===== config.mk =====
export PLATFORM = sky130hd
export DESIGN_NAME = xau_top
export DESIGN_NICKNAME = d
export VERILOG_FILES = /design/src/rtl/xau_pkg.sv /design/src/rtl/xau_decode.sv /design/src/rtl/xau_bank.sv /design/src/rtl/xau_ptr.sv /design/src/rtl/xau_top.sv
export SDC_FILE = /design/constraint.sdc
export NUM_CORES = 1
export LEC_CHECK = 0
export ABC_AREA = 1
export CORE_ASPECT_RATIO = 1.4
export CORE_MARGIN = 2
export CORE_UTILIZATION = 51
export CTS_CLUSTER_SIZE = 20
export DETAILED_ROUTE_END_ITERATION = 10
export PLACE_DENSITY = 0.82
export SYNTH_ARGS = -nofsm -noshare
export SYNTH_HDL_FRONTEND = slang
export SYNTH_SLANG_ARGS = --single-unit

===== constraint.sdc =====
create_clock -name clk -period 2.6 [get_ports clk]
set_input_delay 0.65 -clock clk [delete_from_list [all_inputs] [get_ports clk]]
set_output_delay 0.65 -clock clk [all_outputs]
set_load 0.02 [all_outputs]

===== src/rtl/xau_pkg.sv =====
package xau_pkg;
    typedef enum logic [1:0] {
        ACC_DIRECT = 2'd0,
        ACC_PAGED  = 2'd1,
        ACC_REG    = 2'd2
    } acc_e;

    localparam int REG_SEL_W = 3;

    typedef enum logic [REG_SEL_W-1:0] {
        REG_BANK  = 3'd0,
        REG_PHI   = 3'd1,
        REG_PMID  = 3'd2,
        REG_PLO   = 3'd3,
        REG_PADD  = 3'd4,
        REG_DFIX  = 3'd5,
        REG_DINC  = 3'd6,
        REG_DWINC = 3'd7
    } reg_e;
endpackage


===== src/rtl/xau_decode.sv =====
module xau_decode
    import xau_pkg::*;
#(
    parameter int          ADDR_W   = 16,
    parameter int          OFS_W    = 14,
    parameter logic [15:0] WIN_BASE = 16'h8000,
    parameter logic [15:0] REG_BASE = 16'h0010
) (
    input  logic [ADDR_W-1:0] addr,
    output acc_e              kind,
    output reg_e              sel
);
    logic in_win;
    logic in_reg;

    assign in_win = (addr[ADDR_W-1:OFS_W] == WIN_BASE[ADDR_W-1:OFS_W]);
    assign in_reg = (addr[ADDR_W-1:REG_SEL_W] == REG_BASE[ADDR_W-1:REG_SEL_W]);
    assign sel    = reg_e'(addr[REG_SEL_W-1:0]);

    always_comb begin
        if (in_win)      kind = ACC_PAGED;
        else if (in_reg) kind = ACC_REG;
        else             kind = ACC_DIRECT;
    end
endmodule


===== src/rtl/xau_bank.sv =====
module xau_bank #(
    parameter int              PAGE_W   = 3,
    parameter logic [PAGE_W-1:0] PAGE_RST = 3'd2
) (
    input  logic              clk,
    input  logic              rst_n,
    input  logic              we,
    input  logic [PAGE_W-1:0] wdata,
    output logic [PAGE_W-1:0] bank_q
);
    always_ff @(posedge clk or negedge rst_n) begin
        if (!rst_n)  bank_q <= PAGE_RST;
        else if (we) bank_q <= wdata;
    end
endmodule


===== src/rtl/xau_ptr.sv =====
module xau_ptr #(
    parameter int XADDR_W = 17,
    parameter int DATA_W  = 8,
    localparam int NBYTES = (XADDR_W + DATA_W - 1) / DATA_W
) (
    input  logic               clk,
    input  logic               rst_n,
    input  logic [NBYTES-1:0]  byte_we,
    input  logic               add_en,
    input  logic               inc_en,
    input  logic [DATA_W-1:0]  wdata,
    output logic [XADDR_W-1:0] ptr_q
);
    logic [XADDR_W-1:0] lane_mask;
    logic [XADDR_W-1:0] lane_val;
    logic [XADDR_W-1:0] ptr_d;

    for (genvar i = 0; i < NBYTES; i++) begin : g_lane
        localparam int LO = i * DATA_W;
        localparam int W  = ((XADDR_W - LO) < DATA_W) ? (XADDR_W - LO) : DATA_W;
        assign lane_mask[LO +: W] = {W{byte_we[i]}};
        assign lane_val[LO +: W]  = wdata[W-1:0];
    end

    always_comb begin
        if (inc_en)
            ptr_d = ptr_q + XADDR_W'(1);
        else if (add_en)
            ptr_d = ptr_q + {{(XADDR_W-DATA_W){1'b0}}, wdata};
        else
            ptr_d = (ptr_q & ~lane_mask) | (lane_val & lane_mask);
    end

    always_ff @(posedge clk or negedge rst_n) begin
        if (!rst_n) ptr_q <= '0;
        else        ptr_q <= ptr_d;
    end
endmodule


===== src/rtl/xau_top.sv =====
module xau_top
    import xau_pkg::*;
#(
    parameter int          ADDR_W   = 16,
    parameter int          DATA_W   = 8,
    parameter int          PAGE_W   = 3,
    parameter int          OFS_W    = 14,
    parameter logic [15:0] WIN_BASE = 16'h8000,
    parameter logic [15:0] REG_BASE = 16'h0010,
    parameter logic [2:0]  PAGE_RST = 3'd2,
    localparam int XADDR_W = PAGE_W + OFS_W,
    localparam int NBYTES  = (XADDR_W + DATA_W - 1) / DATA_W,
    localparam int LIDX_W  = $clog2(NBYTES)
) (
    input  logic               clk,
    input  logic               rst_n,
    input  logic [ADDR_W-1:0]  cpu_addr,
    input  logic               cpu_rd,
    input  logic               cpu_wr,
    input  logic [DATA_W-1:0]  cpu_wdata,
    output logic [DATA_W-1:0]  cpu_rdata,
    output logic [XADDR_W-1:0] mem_addr,
    output logic               mem_rd,
    output logic               mem_wr,
    output logic [DATA_W-1:0]  mem_wdata,
    input  logic [DATA_W-1:0]  mem_rdata
);
    acc_e                       kind;
    reg_e                       sel;
    logic [PAGE_W-1:0]          bank_q;
    logic [XADDR_W-1:0]         ptr_q;
    logic [NBYTES*DATA_W-1:0]   ptr_ext;
    logic [NBYTES-1:0]          byte_we;
    logic                       lane_hit;
    logic [LIDX_W-1:0]          lane_idx;
    logic                       is_data;
    logic                       is_step;
    logic                       cpu_act;

    xau_decode #(
        .ADDR_W(ADDR_W), .OFS_W(OFS_W), .WIN_BASE(WIN_BASE), .REG_BASE(REG_BASE)
    ) u_dec (
        .addr(cpu_addr), .kind(kind), .sel(sel)
    );

    assign cpu_act = cpu_rd | cpu_wr;

    always_comb begin
        lane_hit = 1'b0;
        lane_idx = '0;
        is_data  = 1'b0;
        is_step  = 1'b0;
        unique case (sel)
            REG_PLO:   begin lane_hit = 1'b1; lane_idx = LIDX_W'(0); end
            REG_PMID:  begin lane_hit = 1'b1; lane_idx = LIDX_W'(1); end
            REG_PHI:   begin lane_hit = 1'b1; lane_idx = LIDX_W'(2); end
            REG_DFIX:  is_data = 1'b1;
            REG_DINC,
            REG_DWINC: begin is_data = 1'b1; is_step = 1'b1; end
            REG_BANK,
            REG_PADD:  ;
        endcase
    end

    xau_bank #(.PAGE_W(PAGE_W), .PAGE_RST(PAGE_RST)) u_bank (
        .clk   (clk),
        .rst_n (rst_n),
        .we    (cpu_wr && kind == ACC_REG && sel == REG_BANK),
        .wdata (cpu_wdata[PAGE_W-1:0]),
        .bank_q(bank_q)
    );

    assign byte_we = (cpu_wr && kind == ACC_REG && lane_hit)
                     ? (NBYTES'(1) << lane_idx) : '0;

    xau_ptr #(.XADDR_W(XADDR_W), .DATA_W(DATA_W)) u_ptr (
        .clk    (clk),
        .rst_n  (rst_n),
        .byte_we(byte_we),
        .add_en (cpu_wr && kind == ACC_REG && sel == REG_PADD),
        .inc_en (cpu_act && kind == ACC_REG && is_step),
        .wdata  (cpu_wdata),
        .ptr_q  (ptr_q)
    );

    assign ptr_ext   = {{(NBYTES*DATA_W-XADDR_W){1'b0}}, ptr_q};
    assign mem_wdata = cpu_wdata;

    always_comb begin
        mem_addr  = ptr_q;
        mem_rd    = 1'b0;
        mem_wr    = 1'b0;
        cpu_rdata = mem_rdata;
        unique case (kind)
            ACC_PAGED: begin
                mem_addr = {bank_q, cpu_addr[OFS_W-1:0]};
                mem_rd   = cpu_rd;
                mem_wr   = cpu_wr;
            end
            ACC_DIRECT: begin
                mem_addr = {{(XADDR_W-ADDR_W){1'b0}}, cpu_addr};
                mem_rd   = cpu_rd;
                mem_wr   = cpu_wr;
            end
            ACC_REG: begin
                mem_rd = cpu_rd & is_data;
                mem_wr = cpu_wr & is_data;
                if (lane_hit)
                    cpu_rdata = ptr_ext[lane_idx*DATA_W +: DATA_W];
                else if (sel == REG_BANK)
                    cpu_rdata = {{(DATA_W-PAGE_W){1'b0}}, bank_q};
                else if (sel == REG_PADD)
                    cpu_rdata = '0;
            end
            default: ;
        endcase
    end
endmodule


==> impl_metrics.env, run 1 <==
export IMPL_status="finished, final reports clean"
export IMPL_dieArea_um2=6430
export IMPL_cts_tree="built"
export IMPL_place_gp_congestion=0.980
export IMPL_arrival_ns=1.91
export IMPL_hold_path_class="reg -> reg"
export IMPL_yosys_top_cells_area="nand2_1 18%, dfrtp_1 16%, nand3_1 9.8%"
export IMPL_crit_fanout=5
export IMPL_maxSlewViolCount=0
export IMPL_drtAntennaViolNets=0
export IMPL_drt_first_pass_iters=5
export IMPL_critical_path_buf_inv_count=2
export IMPL_worst_pin_slew_ns=0.411
export IMPL_synth_area_per_cell_um2=6.10
export IMPL_routedWlPerCell_um=16.3
export IMPL_routed_wirelength_um=10700
export IMPL_min_period_ns=2.56
export IMPL_cts_hold_buf=0
export IMPL_numCtsBuffers=3
export IMPL_layout_worst_path_cycle_share_pct=98.4
export IMPL_synth_top_family_by_area="simple AND/OR/NAND/NOR gates"
export IMPL_cp_slowest_stage_delay_ns=0.65
export IMPL_drtIter0Drc=303
export IMPL_io_buffers=70
export IMPL_start_util_pct=53.1
export IMPL_skew_ns=0.00307
export IMPL_clockBufferDepth=2
export IMPL_cp_cell_sequence="clkdlybuf4s50_1 > clkdlybuf4s50_1"
export IMPL_root_buffer="clkbuf_8"
export IMPL_yosys_cell_types_count=42
export IMPL_slew_headroom_pct=72.4
export IMPL_p_per_area_nw_per_um2=208
export IMPL_syn_cell_area_um2=2960
export IMPL_vias_per_cell=5.66
export IMPL_yosys_warnings=0
export IMPL_synthArstFlopShare_pct=100
export IMPL_hold_viol=0
export IMPL_crit_slowest_cell="clkdlybuf4s50_1"
export IMPL_clock_sinks=20
export IMPL_gr_usage_all_layers_pct=34.8
export IMPL_synthAdderAreaFrac_pct=4.49
export IMPL_synth_compound_area_share_pct=10.5
export IMPL_drive_above_1_share_pct=23.9
export IMPL_crit_family="buffers and inverters"
export IMPL_core_um2=5570
export IMPL_num_rows=32
export IMPL_cap_violations=0
export IMPL_path_depth=2
export IMPL_yosysTopAreaCellShare_pct=18.3
export IMPL_path_class="in -> out"
export IMPL_fmax_mhz=391
export IMPL_setup_viol=0
export IMPL_syn_inst=485
export IMPL_cts_clk_slew_worst_paths_ns=0.08
export IMPL_endpoint_kind="primary output"
export IMPL_hold_depth=2
export IMPL_synth_edff_count=0
export IMPL_grt_max_degree=21
export IMPL_ys_ff_latch=20
export IMPL_io_pins=71
export IMPL_yosys_area_share_simple_pct=52.2
export IMPL_muxShareOfSynthArea_pct=0
export IMPL_synth_xor_area_share_pct=2.07
export IMPL_ir_drop_uv=141
export IMPL_die_h_um=94.1
export IMPL_grt_pass1_vias=3517
export IMPL_worst_setup_path_start_kind="input port"
export IMPL_whs_ns=0.523
export IMPL_die_w_um=68.4
export IMPL_antenna_found_initial=0
export IMPL_syn_nets=531
export IMPL_vias=3703
export IMPL_placed_area_um2=3900
export IMPL_drc_errors=0
export IMPL_clk_latency_ns=0.27
export IMPL_grt_setup_unrepaired="false"
export IMPL_area_growth_synth_to_final_pct=31.6
export IMPL_stdcell_area_um2=3890
export IMPL_overflow=0
export IMPL_timing_critical_path_mode_cell="clkdlybuf4s50_1"
export IMPL_synth_yosys_seq_area_share_pct=17.0
export IMPL_synthFlopType="dfrtp_1"
export IMPL_hpwl_um=8510
export IMPL_synth_top_cell_by_area="nand2_1"
export IMPL_grt_pass1_wl_um=16700
export IMPL_htreeDepth=1
export IMPL_final_nets=633
export IMPL_antennaDiodeCount=0
export IMPL_p_leak_nw=2.04
export IMPL_worstPathRequired_ns=1.95
export IMPL_r2r_cells=11
[layout make-up]
class	instances	area, µm²
repair buffers	113	865
well taps	68	85.1
fillers	540	1680
clock buffers	4	45.0
flip-flops and latches	20	502
inverters	73	283
multi-input cells	376	2110
[kinds of logic (layout without fill, tap and decap cells)]
family                     after synthesis  count (layout)
xor gates and xnor gates                 7               7
DFF                                     20              20
AOI/OAI and AO/OA                       53              53
and+or+nand+nor                        306             306
buffers and inverters                   89             190
adders and majority gates               10              10
[per-layer routing]
| layer | vias to the layer above | share of wire (%) | GRT usage (%) |
|---|---|---|---|
| met5 | - | 0 | 0 |
| met1 | 1674 | 36 | 40.0 |
| met3 | 33 | 8.7 | 4.56 |
| met2 | 204 | 52 | 62.2 |
| li1 | 1792 | - | - |
| met4 | 0 | 3.5 | 15.0 |
[placed cells by master (no fill, tap or decap), types with 3 or more instances in the layout]
master           netlist  final
a21oi_1               10      9
a22oi_1                7      5
buf_2                  4     25
buf_4                  9     43
clkbuf_2               0      7
clkbuf_8               0      3
clkdlybuf4s50_1        0     27
dfrtp_1               19     19
dlygate4sd2_1          0      5
ha_1                   9      9
inv_1                 63     58
inv_2                  6      9
inv_4                  1      3
nand2_1              144    141
nand2_2                7      6
nand2_4                1      5
nand3_1               58     57
nand3_2                6      6
nand4_1               26     26
nor2_1                36     34
nor2_2                 3      5
nor2_4                 3      3
nor2_8                 3      3
nor3_1                 3      3
nor3_2                 6      6
o21ai_0               21     18
o21ai_1                3      6
o21bai_1               7      7
or2_2                  3      3
xor2_1                 6      6
[final timing paths]
| path | start | end | slack [ns] |
|---|---|---|---|
| setup / recovery | cpu_wdata[1] | mem_wdata[1] | 0.04 |
| hold / removal | u_bank.bank_q[1]$_DFFE_PN1P_ | u_bank.bank_q[1]$_DFFE_PN1P_ | 0.52 |
| setup reg to reg | register | register | 0.54 |
| hold reg to reg | u_bank.bank_q[1]$_DFFE_PN1P_ | u_bank.bank_q[1]$_DFFE_PN1P_ | 0.52 |
| max in group asynchronous | rst_n | u_bank.bank_q[1]$_DFFE_PN1P_ | 1.60 |
| min in group asynchronous | rst_n | asynchronous set/reset pin | 0.72 |
[cells in the mapped netlist, types with 2 or more instances]
master	number
o21bai_1	7
buf_4	9
nor2_4	3
nand2_2	7
nor2_8	3
nand3_1	58
a22oi_1	7
nand4_4	2
clkinv_1	2
o21ai_1	3
buf_6	2
nor3_2	6
or2_2	3
nor3_1	3
xor2_1	6
nand2_1	144
nor2_1	36
buf_2	4
dfrtp_1	19
inv_2	6
o22ai_1	2
ha_1	9
a21oi_1	10
inv_1	63
nor2_2	3
and2_1	2
nand3_2	6
nand4_1	26
o21ai_0	21
[worst reg2reg max path, cell delays in order (launching register included)]
cell     delay, ns
dfrtp_1       0.49
ha_1          0.27
fa_1          0.38
nand2_1       0.10
nand2_1       0.11
nand3_1       0.09
nand2_1       0.11
xor2_1        0.16
nand2_1       0.06
nand2_1       0.05
nor2_1        0.09
nand2_1       0.05
[repair_timing]
action | CTS | global route
gates cloned | 1 | 0
resized for setup | 158 | 25
setup endpoints to repair | 27 | 23
pin swaps | 9 | 11
buffers inserted | 4 | 0
[where the power goes]
| group | switching [mW] | internal (mW) |
|---|---|---|
| sequential | 0.000526 | 0.311 |
| combinational | 0.147 | 0.118 |
| clock | 0.121 | 0.110 |
| total | 0.269 | 0.539 |
[stage by stage]
stage / utilization, % / worst slack [ns] / instances / setup TNS [ns] / power (mW)
finish: 69.9 / 0.0426 / 654 / 0 / 0.808
CTS: 70.1 / 0.00941 / 654 / 0 / 0.803
floorplan: - / 0.160 / 485 / 0 / 0.438
global route: 69.9 / 0.000365 / 654 / 0 / 0.838
detailed placement: 70.0 / -0.640 / 645 / -16.07 / 0.599
global placement: 70.0 / -0.600 / 645 / -14.97 / 0.595
Power figures use the tool's default switching activity.
==> run 2, diff against run 1 <==
--- a/config.mk
+++ b/config.mk
@@ -8,10 +8,11 @@
 export ABC_AREA = 1
 export CORE_ASPECT_RATIO = 1.4
 export CORE_MARGIN = 2
-export CORE_UTILIZATION = 51
+export CORE_UTILIZATION = 55
 export CTS_CLUSTER_SIZE = 20
 export DETAILED_ROUTE_END_ITERATION = 10
-export PLACE_DENSITY = 0.82
+export DONT_BUFFER_PORTS = 1
+export PLACE_DENSITY = 0.7
 export SYNTH_ARGS = -nofsm -noshare
 export SYNTH_HDL_FRONTEND = slang
 export SYNTH_SLANG_ARGS = --single-unit
==> impl_metrics.env, run 2 (synthesized netlist as in run 1, its figures left out) <==
export IMPL_status="finished, final reports clean"
export IMPL_area_growth_synth_to_final_pct=6.60
export IMPL_cts_tree="built"
export IMPL_grt_setup_unrepaired="false"
export IMPL_final_cell_mix="144 x nand2_1, 63 x inv_1, 58 x nand3_1"
export IMPL_root_buffer="clkbuf_8"
export IMPL_core_um2=5200
export IMPL_die_h_um=90.8
export IMPL_io_pins=71
export IMPL_grt_pass1_vias=3157
export IMPL_stdcell_count=564
export IMPL_drt_first_pass_iters=6
export IMPL_antennaDiodeCount=0
export IMPL_routedWlPerCell_um=17.2
export IMPL_num_rows=31
export IMPL_tns_ns=0
export IMPL_vias=3362
export IMPL_crit_fanout=6
export IMPL_cts_resized=0
export IMPL_drc_errors=0
export IMPL_cts_clk_slew_worst_paths_ns=0.09
export IMPL_p_leak_nw=1.61
export IMPL_maxSlewViolCount=0
export IMPL_drive_above_1_share_pct=14.9
export IMPL_die_w_um=66.0
export IMPL_arrival_ns=1.77
export IMPL_slew_headroom_pct=63.6
export IMPL_cap_violations=0
export IMPL_final_nets=545
export IMPL_vias_per_cell=5.96
export IMPL_fillers=556
export IMPL_start_util_pct=56.9
export IMPL_clockBufferDepth=2
export IMPL_layout_commonest_cell="nand2_1"
export IMPL_overflow=0
export IMPL_hold_viol=0
export IMPL_grt_max_degree=21
export IMPL_gr_usage_all_layers_pct=32.6
export IMPL_worst_pin_slew_ns=0.544
export IMPL_min_period_ns=2.42
export IMPL_layout_worst_path_cycle_share_pct=93.0
export IMPL_clock_sinks=20
export IMPL_drtAntennaViolNets=0
export IMPL_io_buffers=0
export IMPL_ir_drop_uv=149
export IMPL_p_per_area_nw_per_um2=224
export IMPL_worstPathRequired_ns=1.95
export IMPL_drtIter0Drc=325
export IMPL_fmax_mhz=413
export IMPL_grt_pass1_wl_um=15200
export IMPL_hpwl_um=7680
export IMPL_r2r_cells=10
export IMPL_htreeDepth=1
export IMPL_skew_ns=0.00638
export IMPL_cts_hold_buf=0
export IMPL_r2r_setup_slack_ns=0.46
export IMPL_numCtsBuffers=3
export IMPL_worst_setup_path_start_kind="input port"
export IMPL_path_class="in -> out"
export IMPL_place_gp_congestion=0.943
export IMPL_hold_path_class="in -> async"
export IMPL_setup_viol=0
export IMPL_endpoint_kind="primary output"
export IMPL_clk_latency_ns=0.27
export IMPL_cts_setup_buffers=0
export IMPL_antenna_found_initial=0
export IMPL_dieArea_um2=5990
export IMPL_place_inst=560
export IMPL_routed_wirelength_um=9700
## run 2: metrics by stage
stage	cell area [µm²]	hold WS [ns]	setup WS [ns]	util (%)	total power [mW]
3_3_place_gp	3100	0.355	0.252	59.6	0.454
4_1_cts	3150	0.0685	0.202	60.6	0.699
3_5_place_dp	3100	0.355	0.212	59.6	0.455
2_1_floorplan	2960	0.354	0.160	-	0.438
5_1_grt	3150	0.0582	0.0862	60.6	0.726
6_report	3150	0.0608	0.181	60.6	0.707
## run 2: worst max-delay path by stage
| stage | from | endpoint | slack (ns) | cells after the start |
|---|---|---|---|---|
| 2_1_floorplan | cpu_addr[10] | cpu_rdata[4] | 0.16 | 7 |
| 3_3_place_gp | cpu_addr[10] | cpu_rdata[2] | 0.25 | 8 |
| 3_5_place_dp | cpu_addr[14] | cpu_rdata[2] | 0.21 | 8 |
| 4_1_cts | cpu_addr[14] | cpu_rdata[2] | 0.20 | 8 |
| 5_1_grt | cpu_addr[10] | cpu_rdata[2] | 0.09 | 8 |
| 6_report | cpu_addr[14] | cpu_rdata[2] | 0.18 | 8 |
## run 2: worst max-delay path, cell delays in order
cell and delay, ns:
nor2_2 0.09, nand2_2 0.12, nor2_4 0.19, nand2_2 0.11
inv_2 0.10, nand2_2 0.10, o211ai_1 0.23, buf_4 0.18
## run 2: final cells by class
cell class	instances	area, µm²	share of cell area [%]
Clock buffer	4	55.1	1.75
Multi-Input combinational cell	376	2050	64.9
Timing Repair Buffer	25	188	5.95
Tap cell	66	82.6	2.62
Inverter	73	278	8.81
Sequential cell	20	502	15.9
## run 2: where the power goes
group	internal [mW]	leakage [nW]	total (mW)	switching, mW
Sequential	0.311	0.276	0.312	0.000520
Combinational	0.0497	1.31	0.138	0.0885
Clock	0.135	0.0288	0.257	0.122
## run 2: metal layers
layer | global-route usage [%] | up-vias | wire, µm
met5 | 0 | - | 0
met4 | 12.1 | 0 | 295
met3 | 3.74 | 33 | 809
met2 | 57.4 | 212 | 4900
met1 | 39.6 | 1506 | 3690
li1 | - | 1611 | -
==> run 3, diff against run 2 <==
--- a/config.mk
+++ b/config.mk
@@ -12,6 +12,7 @@
 export CTS_CLUSTER_SIZE = 20
 export DETAILED_ROUTE_END_ITERATION = 10
 export DONT_BUFFER_PORTS = 1
+export GPL_ROUTABILITY_DRIVEN = 1
 export PLACE_DENSITY = 0.7
 export SYNTH_ARGS = -nofsm -noshare
 export SYNTH_HDL_FRONTEND = slang
==> results of run 3 <==
No change in the layout: final DEF, timing and power equal those of run 2.
